===== src/rtl/bg_pkg.sv =====
package bg_pkg;
    // Source codes; the numeric values are the select field encoding.
    typedef enum logic [1:0] {
        SRC_SYS    = 2'd0,
        SRC_PREDIV = 2'd1,
        SRC_RSVD   = 2'd2,
        SRC_EXT    = 2'd3
    } bg_src_e;
endpackage


===== src/rtl/bg_edge_sync.sv =====
// Synchronizes an asynchronous pin and flags its rising edges.
module bg_edge_sync #(
    parameter int STAGES = 2
) (
    input  logic clk_i,
    input  logic rst_ni,
    input  logic pin_i,
    output logic rise_o
);
    typedef struct packed {
        logic [STAGES-1:0] chain;
        logic              last;
    } es_state_t;

    es_state_t st_d, st_q;

    always_comb begin
        st_d       = st_q;
        st_d.chain = {st_q.chain[STAGES-2:0], pin_i};
        st_d.last  = st_q.chain[STAGES-1];
    end

    always_ff @(posedge clk_i or negedge rst_ni) begin
        if (!rst_ni) begin
            st_q <= '0;
        end else begin
            st_q <= st_d;
        end
    end

    assign rise_o = st_q.chain[STAGES-1] & ~st_q.last;
endmodule


===== src/rtl/bg_divider.sv =====
// Divides source ticks by a programmable divisor; reloads on config change.
module bg_divider
    import bg_pkg::*;
#(
    parameter int CD_W = 16
) (
    input  logic            clk_i,
    input  logic            rst_ni,
    input  logic            tick_i,
    input  logic [CD_W-1:0] cd_i,
    input  bg_src_e         sel_i,
    output logic            samp_o
);
    localparam logic [CD_W-1:0] CD_ZERO = '0;
    localparam logic [CD_W-1:0] CD_ONE  = CD_W'(1);

    typedef struct packed {
        logic [CD_W-1:0] cnt;
        logic [CD_W-1:0] cd_seen;
        bg_src_e         sel_seen;
        logic            samp;
    } dv_state_t;

    dv_state_t st_d, st_q;
    logic      cfg_change;

    always_comb begin
        st_d          = st_q;
        st_d.samp     = 1'b0;
        st_d.cd_seen  = cd_i;
        st_d.sel_seen = sel_i;
        cfg_change    = (cd_i != st_q.cd_seen) || (sel_i != st_q.sel_seen);
        if (cfg_change) begin
            st_d.cnt = (cd_i == CD_ZERO) ? CD_ZERO : cd_i - CD_ONE;
        end else if (tick_i) begin
            if (cd_i == CD_ZERO) begin
                st_d.cnt = CD_ZERO;
            end else if (cd_i == CD_ONE) begin
                st_d.samp = 1'b1;
            end else if (st_q.cnt == CD_ZERO) begin
                st_d.cnt  = cd_i - CD_ONE;
                st_d.samp = 1'b1;
            end else begin
                st_d.cnt = st_q.cnt - CD_ONE;
            end
        end
    end

    always_ff @(posedge clk_i or negedge rst_ni) begin
        if (!rst_ni) begin
            st_q.cnt      <= CD_ZERO;
            st_q.cd_seen  <= CD_ZERO;
            st_q.sel_seen <= SRC_SYS;
            st_q.samp     <= 1'b0;
        end else begin
            st_q <= st_d;
        end
    end

    assign samp_o = st_q.samp;
endmodule


===== src/rtl/bg_oversamp.sv =====
// Counts sampling pulses and marks every FAST-th or SLOW-th one.
module bg_oversamp #(
    parameter int FAST = 8,
    parameter int SLOW = 16
) (
    input  logic clk_i,
    input  logic rst_ni,
    input  logic samp_i,
    input  logic over_i,
    output logic baud_o
);
    localparam int            OS_W      = $clog2(SLOW);
    localparam logic [OS_W-1:0] FAST_LAST = OS_W'(FAST - 1);
    localparam logic [OS_W-1:0] SLOW_LAST = OS_W'(SLOW - 1);

    typedef struct packed {
        logic [OS_W-1:0] cnt;
        logic            over_seen;
    } os_state_t;

    os_state_t       st_d, st_q;
    logic            over_change;
    logic [OS_W-1:0] last;

    always_comb begin
        st_d           = st_q;
        st_d.over_seen = over_i;
        over_change    = (over_i != st_q.over_seen);
        last           = st_q.over_seen ? FAST_LAST : SLOW_LAST;
        if (over_change) begin
            st_d.cnt = '0;
        end else if (samp_i) begin
            st_d.cnt = (st_q.cnt == last) ? '0 : st_q.cnt + OS_W'(1);
        end
    end

    always_ff @(posedge clk_i or negedge rst_ni) begin
        if (!rst_ni) begin
            st_q <= '0;
        end else begin
            st_q <= st_d;
        end
    end

    assign baud_o = samp_i & ~over_change & (st_q.cnt == last);
endmodule


===== src/rtl/baud_gen.sv =====
module baud_gen
    import bg_pkg::*;
#(
    parameter int CD_W        = 16,
    parameter int OS_FAST     = 8,
    parameter int OS_SLOW     = 16,
    parameter int SYNC_STAGES = 2
) (
    input  logic            clk_i,
    input  logic            rst_ni,
    input  logic            prediv_en_i,
    input  logic            ext_sck_i,
    input  logic [1:0]      src_sel_i,
    input  logic [CD_W-1:0] cd_i,
    input  logic            over_i,
    input  logic            sync_i,
    output logic            samp_en_o,
    output logic            baud_en_o
);
    bg_src_e sel;
    logic    ext_rise;
    logic    tick;
    logic    div_samp;
    logic    os_baud;
    logic    bypass;

    assign sel = bg_src_e'(src_sel_i);

    bg_edge_sync #(.STAGES(SYNC_STAGES)) u_sync (
        .clk_i  (clk_i),
        .rst_ni (rst_ni),
        .pin_i  (ext_sck_i),
        .rise_o (ext_rise)
    );

    always_comb begin
        unique case (sel)
            SRC_SYS:    tick = 1'b1;
            SRC_PREDIV: tick = prediv_en_i;
            SRC_EXT:    tick = ext_rise;
            default:    tick = 1'b0;
        endcase
    end

    bg_divider #(.CD_W(CD_W)) u_div (
        .clk_i  (clk_i),
        .rst_ni (rst_ni),
        .tick_i (tick),
        .cd_i   (cd_i),
        .sel_i  (sel),
        .samp_o (div_samp)
    );

    bg_oversamp #(.FAST(OS_FAST), .SLOW(OS_SLOW)) u_os (
        .clk_i  (clk_i),
        .rst_ni (rst_ni),
        .samp_i (div_samp),
        .over_i (over_i),
        .baud_o (os_baud)
    );

    assign bypass    = sync_i && (sel == SRC_EXT);
    assign samp_en_o = bypass ? ext_rise : div_samp;
    assign baud_en_o = bypass ? ext_rise : os_baud;
endmodule


===== config.mk =====
export PLATFORM = sky130hd
export DESIGN_NAME = baud_gen
export DESIGN_NICKNAME = d
export VERILOG_FILES = /design/src/rtl/bg_pkg.sv /design/src/rtl/bg_edge_sync.sv /design/src/rtl/bg_divider.sv /design/src/rtl/bg_oversamp.sv /design/src/rtl/baud_gen.sv
export SDC_FILE = /design/constraint.sdc
export NUM_CORES = 1
export LEC_CHECK = 0
export CAP_MARGIN = 20
export CORE_MARGIN = 1
export CORE_UTILIZATION = 51
export CTS_CLUSTER_SIZE = 28
export DETAILED_ROUTE_END_ITERATION = 12
export HOLD_SLACK_MARGIN = 0.12
export PLACE_DENSITY = 0.77
export SLEW_MARGIN = 20
export SYNTH_ARGS = -nofsm -noshare
export SYNTH_HDL_FRONTEND = slang
export SYNTH_SLANG_ARGS = --single-unit

===== constraint.sdc =====
create_clock -name clk_i -period 2.48 [get_ports clk_i]
set_input_delay 0.248 -clock clk_i [delete_from_list [all_inputs] [get_ports clk_i]]
set_output_delay 0.248 -clock clk_i [all_outputs]
set_load 0.005 [all_outputs]

==> impl_metrics.toml, run 1 <==
[status]
status = "complete, no violations"

[die]
row_count = 25
dieArea_um2 = 5220
boundaryPins = 26
dieWidth_um = 72.3
core_um2 = 4720
die_h_um = 72.3
start_util_pct = 53.3

[power_and_ir_drop]
comb_power_share_pct = 15.6
ir_drop_mv = 0.398
switching_share_pct = 25.9
leakage_nw = 1.32
power_frac_clock_pct = 35.7
switching_power_mw = 0.404
internal_power_mw = 1.16
power.density_nw_per_um2 = 479
pwr-share-seq_pct = 48.7

[synth]
synth_adder_area_share_pct = 2.48
muxShareOfSynthArea_pct = 8.45
ys_seq_area_share_pct = 42.7
ys_seq_elements = 43
synthTopCellsByArea = "dfrtp_1, xnor2_1, a32o_1"
yosys.area_share.simple_pct = 20.3
netlist_instances = 251
async_flop_share_pct = 100
synth.distinct_cells = 45
syn_area_per_cell_um2 = 10.0
yosys_most_used_dff = "dfrtp_1"
synth_xor_xnor_area_share_pct = 12.2
yosys_warnings = 0
synth.top_cell.area_share_pct = 42.7
synth_top_cell_by_area = "dfrtp_1"
syn-num-nets = 280
syn_area_um2 = 2520
synth-compound-area-share_pct = 11.1
synth_top_family_by_area = "simple AND/OR/NAND/NOR gates"
synth-edff-count = 0

[setup_path]
critPathRequiredTime_ns = 2.68
endpoint = "u_div.st_q[26]$_DFFE_PN0P_"
critPathMaxFanout = 5
reg2reg_slack_ns = 0.1
worst_r2r_endpoint = "u_div.st_q[26]$_DFFE_PN0P_"
start_kind = "register"
r2r-start = "u_div.st_q[26]$_DFFE_PN0P_"
reg2reg_depth = 7
worstSetupStartpoint = "u_div.st_q[26]$_DFFE_PN0P_"
path_class = "register to register"
cp.arrival_ns = 2.58
worstSetupEndpointType = "register"

[timing]
fmax_ghz = 0.420
post-route-period-util_pct = 96.0
tightest_slew_ns = 0.557
setup_violations = 0
fin_ws_ns = 0.0998
clock_skew_ns = 0.0101
period_minus_slack_ns = 2.38
finalMaxSlewViolations = 0
max-slew-margin-rel_pct = 62.5
finalHoldViolCount = 0
setup_tns_ns = 0
rsz0062_at_grt = "no"

[min_path]
hp-class = "register to register"

[route]
wire_per_inst_um = 16.5
drt_iter0_drc = 166
drc_errors = 0
drt_wl_total_um = 6280
ant_nets = 0
dr_total_vias = 2182
vias_per_cell = 5.73
first_pass_iters = 4

[global_routing]
grt_pass1_vias = 2172
grt_remaining_overflow = 0
grt_pass1_wl_um = 10400
grt_max_degree = 44
track_usage_pct = 26.5
antenna_found_initial = 0

[layout]
drive_gt1_share_pct = 19.7
antenna_cells = 0
syn_to_final_growth_pct = 29.5
finalInstanceArea_um2 = 3260
num-nets-final = 343

[placement]
post-place-ws_ns = -0.104
io_buffers = 25
placed_cell_area_um2 = 3110
gp_congestion = 0.895
dp_hpwl_um = 4590

[clocking]
numClockSinks = 43
cts_buffer_depth = 2
clkSlewWorstSetupHoldPaths_ns = 0.09
root_buffer = "clkbuf_8"
clk_latency_ns = 0.31
cts_made_buffers = 5
cts_max_level = 2
cts_tree = "built"

[job]
drv_cap = 0
## area by class of cell
type                       instances  area [µm²]
clock buffer                       5        68.8
clock inverter                     2        37.5
fill                             378        1460
inverter                           5        18.8
multi-input combinational        194        1380
sequential                        43        1080
tap                               67        83.8
timing repair buffer              65         592
## stage by stage
step	power [mW]	hold WS, ns	instances	utilization [%]
after global routing	1.61	0.360	381	69.0
after global placement	1.00	0.333	371	65.9
after detailed placement	1.01	0.339	371	65.9
after floorplan	0.878	-0.0476	251	-
after CTS	1.56	0.134	379	68.5
final	1.56	0.355	381	69.0
## registers in the layout (all words and copies together), names as in the netlist
register and flops:
u_div.samp_o 1, u_os.st_q 5, u_sync.st_q 1, u_sync.st_d 2, u_div.st_q 34
## worst min-delay path by stage
stage	from	endpoint	slack, ns	depth (start not counted)
after floorplan	rst_ni	u_div.samp_o$_DFF_PN0_	-0.05	0
after global placement	u_sync.st_d[2]$_DFF_PN0_	u_sync.st_d[0]$_DFF_PN0_	0.33	0
after detailed placement	u_sync.st_d[2]$_DFF_PN0_	u_sync.st_d[0]$_DFF_PN0_	0.34	0
after CTS	rst_ni	u_os.st_q[2]$_DFFE_PN0P_	0.13	1
after global routing	u_sync.st_d[2]$_DFF_PN0_	u_sync.st_d[0]$_DFF_PN0_	0.36	0
final	u_sync.st_d[2]$_DFF_PN0_	u_sync.st_d[0]$_DFF_PN0_	0.35	0
## placed cells by master, fill, tap and decap left out, types with 2 or more instances in the layout
cell / count
a21o_1: 2
a21oi_1: 3
a32o_1: 13
and2_1: 3
buf_12: 3
buf_4: 36
clkbuf_8: 5
clkdlybuf4s50_1: 24
dfrtp_1: 43
ha_1: 5
inv_1: 5
mux2_2: 2
mux2_4: 6
mux2i_1: 10
nand2_1: 19
nand2b_1: 3
nand3_1: 7
nand3b_1: 2
nand4_1: 6
nor2_1: 23
nor2b_1: 2
nor3_1: 14
nor4_1: 6
o21ai_0: 12
xnor2_1: 22
xor2_1: 13
## timing repair
item,in CTS,in global routing
setup endpoints to repair,13,14
gates resized for setup,2,1
pin swaps,0,1
setup buffers,1,1
hold buffers,0,1
endpoints found under the hold margin,0,43
## worst max-delay path, cell delays in order (launching register included)
cell	delay, ns
dfrtp_1	0.39
or2_4	0.25
or3_4	0.34
or4_4	0.44
and3_4	0.20
buf_4	0.16
mux2_4	0.29
a32o_1	0.20
## logic make-up after synthesis
| group | count (synthesis) |
|---|---|
| AOI/OAI and AO/OA | 38 |
| xor gates and xnor gates | 35 |
| adders and majority gates | 5 |
| buffers and inverters | 14 |
| DFF | 43 |
| muxes | 18 |
| and+or+nand+nor | 98 |
## cells in the mapped netlist, types with 3 or more instances
cell      number
nor4_1         6
nand2b_1       3
nor3_1        15
mux2i_1       10
nand4_1        6
a32o_1        13
mux2_4         6
a21oi_1        3
inv_1          5
nand2_1       19
o21ai_0       12
ha_1           5
dfrtp_1       43
nor2_1        23
and2_1         3
xor2_1        13
nand3_1        7
clkbuf_1       5
xnor2_1       22
## metal layers
| layer | vias up | GRT usage [%] | routed length, µm | part of all wire (%) |
|---|---|---|---|---|
| li1 | 1035 | - | - | - |
| met1 | 1072 | 35.0 | 2740 | 44 |
| met2 | 62 | 43.9 | 3080 | 49 |
| met3 | 13 | 3.89 | 297 | 4.7 |
| met4 | 0 | 10.5 | 155 | 2.5 |
| met5 | - | 0 | 0 | 0 |
## power by group through the flow
stage                     clock network [mW]  registers [mW]  logic (mW)
after floorplan                            0           0.769       0.109
after global placement                     0           0.773       0.231
after detailed placement                   0           0.774       0.236
after CTS                              0.558           0.760       0.240
after global routing                   0.577           0.765       0.265
final                                  0.557           0.761       0.243
Power figures use the tool's default switching activity.
==> inputs of run 2 (changes only) <==
REMOVE_ABC_BUFFERS = 1   (was default)
==> run 2 against run 1 <==
  * Routed wire length down 2.5%
  * Global-route usage up 0.38 points
  * Clock power down 17%
  * Non-clock buffer count up 4
  * Setup slack better by 0.0086 ns
  * Register-to-register slack about the same
  * Clock skew about the same
  * Sequential cell count unchanged
  * Cell count up 1.3%
  * Count of clock-buffer cells in the layout unchanged
  * Cell area down 0.38%
  * Critical path type unchanged
  * Critical endpoint is now u_div.st_q[31]$_DFFE_PN0P_
==> impl_metrics.toml, run 2 (synthesis gave the netlist of run 1 again) <==
[status]
status = "complete, no violations"

[timing]
tightest_slew_ns = 0.557
setup_tns_ns = 0
post-route-period-util_pct = 95.6
finalHoldViolCount = 0
period_minus_slack_ns = 2.37
max-slew-margin-rel_pct = 62.8
fin_ws_ns = 0.108
fmax_ghz = 0.422
setup_violations = 0
finalMaxSlewViolations = 0
clock_skew_ns = 0.00958
rsz0062_at_grt = "no"

[setup_path]
worstSetupEndpointType = "register"
worst_r2r_endpoint = "u_div.st_q[31]$_DFFE_PN0P_"
r2r-start = "u_div.st_q[26]$_DFFE_PN0P_"
cp.arrival_ns = 2.57
reg2reg_depth = 7
max_stage_delay_ns = 0.43
critPathMaxFanout = 5
critPathRequiredTime_ns = 2.68
cp_slowest_cell = "or4_4"
worstPathCellList = "or2_4, or3_4, or4_4, and3_4, buf_4, mux2_4, a32o_1"
worstSetupStartpoint = "u_div.st_q[26]$_DFFE_PN0P_"
path_class = "register to register"
start_kind = "register"
reg2reg_slack_ns = 0.11

[global_routing]
antenna_found_initial = 0
grt_remaining_overflow = 0
grt_max_degree = 44
track_usage_pct = 26.9
grt_pass1_wl_um = 10500
grt_pass1_vias = 2226

[route]
drc_errors = 0
first_pass_iters = 4
drt_wl_total_um = 6120
vias_per_cell = 5.59
ant_nets = 0
dr_total_vias = 2159
drt_iter0_drc = 122
wire_per_inst_um = 15.9

[layout]
num-nets-final = 347
final_common_cell = "dfrtp_1"
regMostFlops = "u_div.st_q"
postLayoutCoreUtil_pct = 68.8
final_cell_mix = "dfrtp_1, buf_4, clkdlybuf4s50_1"
antenna_cells = 0
fill_cells = 387
largest_reg_flops = 34
syn_to_final_growth_pct = 29.0
drive_gt1_share_pct = 20.7

[clocking]
root_buffer = "clkbuf_8"
clkSlewWorstSetupHoldPaths_ns = 0.09
cts_max_level = 2
cts_made_buffers = 5
clk_latency_ns = 0.31
cts_buffer_depth = 2
numClockSinks = 43
cts_tree = "built"

[power_and_ir_drop]
leakage_nw = 1.33
power.density_nw_per_um2 = 451
ir_drop_mv = 0.335

[placement]
dp_hpwl_um = 4600
io_buffers = 25
gp_congestion = 0.878
post-place-ws_ns = -0.0402

[min_path]
hold_depth = 0
hp-class = "register to register"
min_delay_worst_endpoint = "u_sync.st_d[0]$_DFF_PN0_"
min_from = "u_sync.st_d[2]$_DFF_PN0_"

[die]
dieWidth_um = 72.3
dieArea_um2 = 5220
core_um2 = 4720
die_h_um = 72.3
row_count = 25
start_util_pct = 53.3
boundaryPins = 26

[job]
drv_cap = 0
-- run 2: cell count changes in the layout (fill, tap and decap cells not counted), sizes merged --
cell	change
buf	+4
bufinv	-1
clkinv	+2
-- run 2: what timing repair did --
action / 4_1_cts / 5_1_grt
endpoints found under the setup margin: 11 / 11
buffers inserted: 1 / 0
pin swaps: 0 / 1
hold buffers: 0 / 1
gates resized for setup: 2 / 0
hold endpoints to repair: 0 / 43
-- run 2: critical path: cells and delay by family (launching register included) --
kind            cells  cell delay (ns)
compound gates      1             0.20
buf+inv             1             0.16
flops               1             0.39
mux                 1             0.29
simple gates        4             1.22
-- run 2: metrics by stage --
step                      cell area (µm²)  cells  hold WS (ns)  power [mW]
after floorplan                      2470    242       -0.0476       0.876
after global placement               3130    376         0.334        1.00
after detailed placement             3130    376         0.336        1.01
after CTS                            3240    385         0.121        1.47
after global routing                 3250    386         0.360        1.53
final                                3250    386         0.356        1.47
-- run 2: how the worst max path moves through the flow --
stage	end	slack [ns]	cells past startpoint
after global placement	u_div.st_q[31]$_DFFE_PN0P_	0.0002	7
after detailed placement	u_div.st_q[22]$_DFFE_PN0P_	-0.04	8
after CTS	u_div.st_q[31]$_DFFE_PN0P_	0.006	7
after global routing	u_div.st_q[26]$_DFFE_PN0P_	0.03	7
after floorplan	u_div.st_q[25]$_DFFE_PN0P_	-0.17	6
final	u_div.st_q[31]$_DFFE_PN0P_	0.11	7
-- run 2: layout make-up --
cell class	count	area, µm²	area share (%)
clock inverters	3	25.0	0.770
clock buffers	5	68.8	2.12
repair buffers	69	597	18.4
multi-input cells	194	1380	42.4
well taps	67	83.8	2.58
flip-flops and latches	43	1080	33.1
inverters	5	18.8	0.578
-- run 2: power breakdown --
part / internal (mW) / switching, mW / total (mW)
registers: 0.735 / 0.0246 / 0.760
clock network: 0.201 / 0.262 / 0.463
logic: 0.127 / 0.115 / 0.242
total: 1.06 / 0.402 / 1.47
-- run 2: routing by layer --
metal	vias up	track usage [%]	part of all wire (%)
met5	-	0	0
met4	0	13.1	3.2
met3	19	5.00	5.0
met2	59	44.9	50
met1	1040	33.6	42
li1	1041	-	-
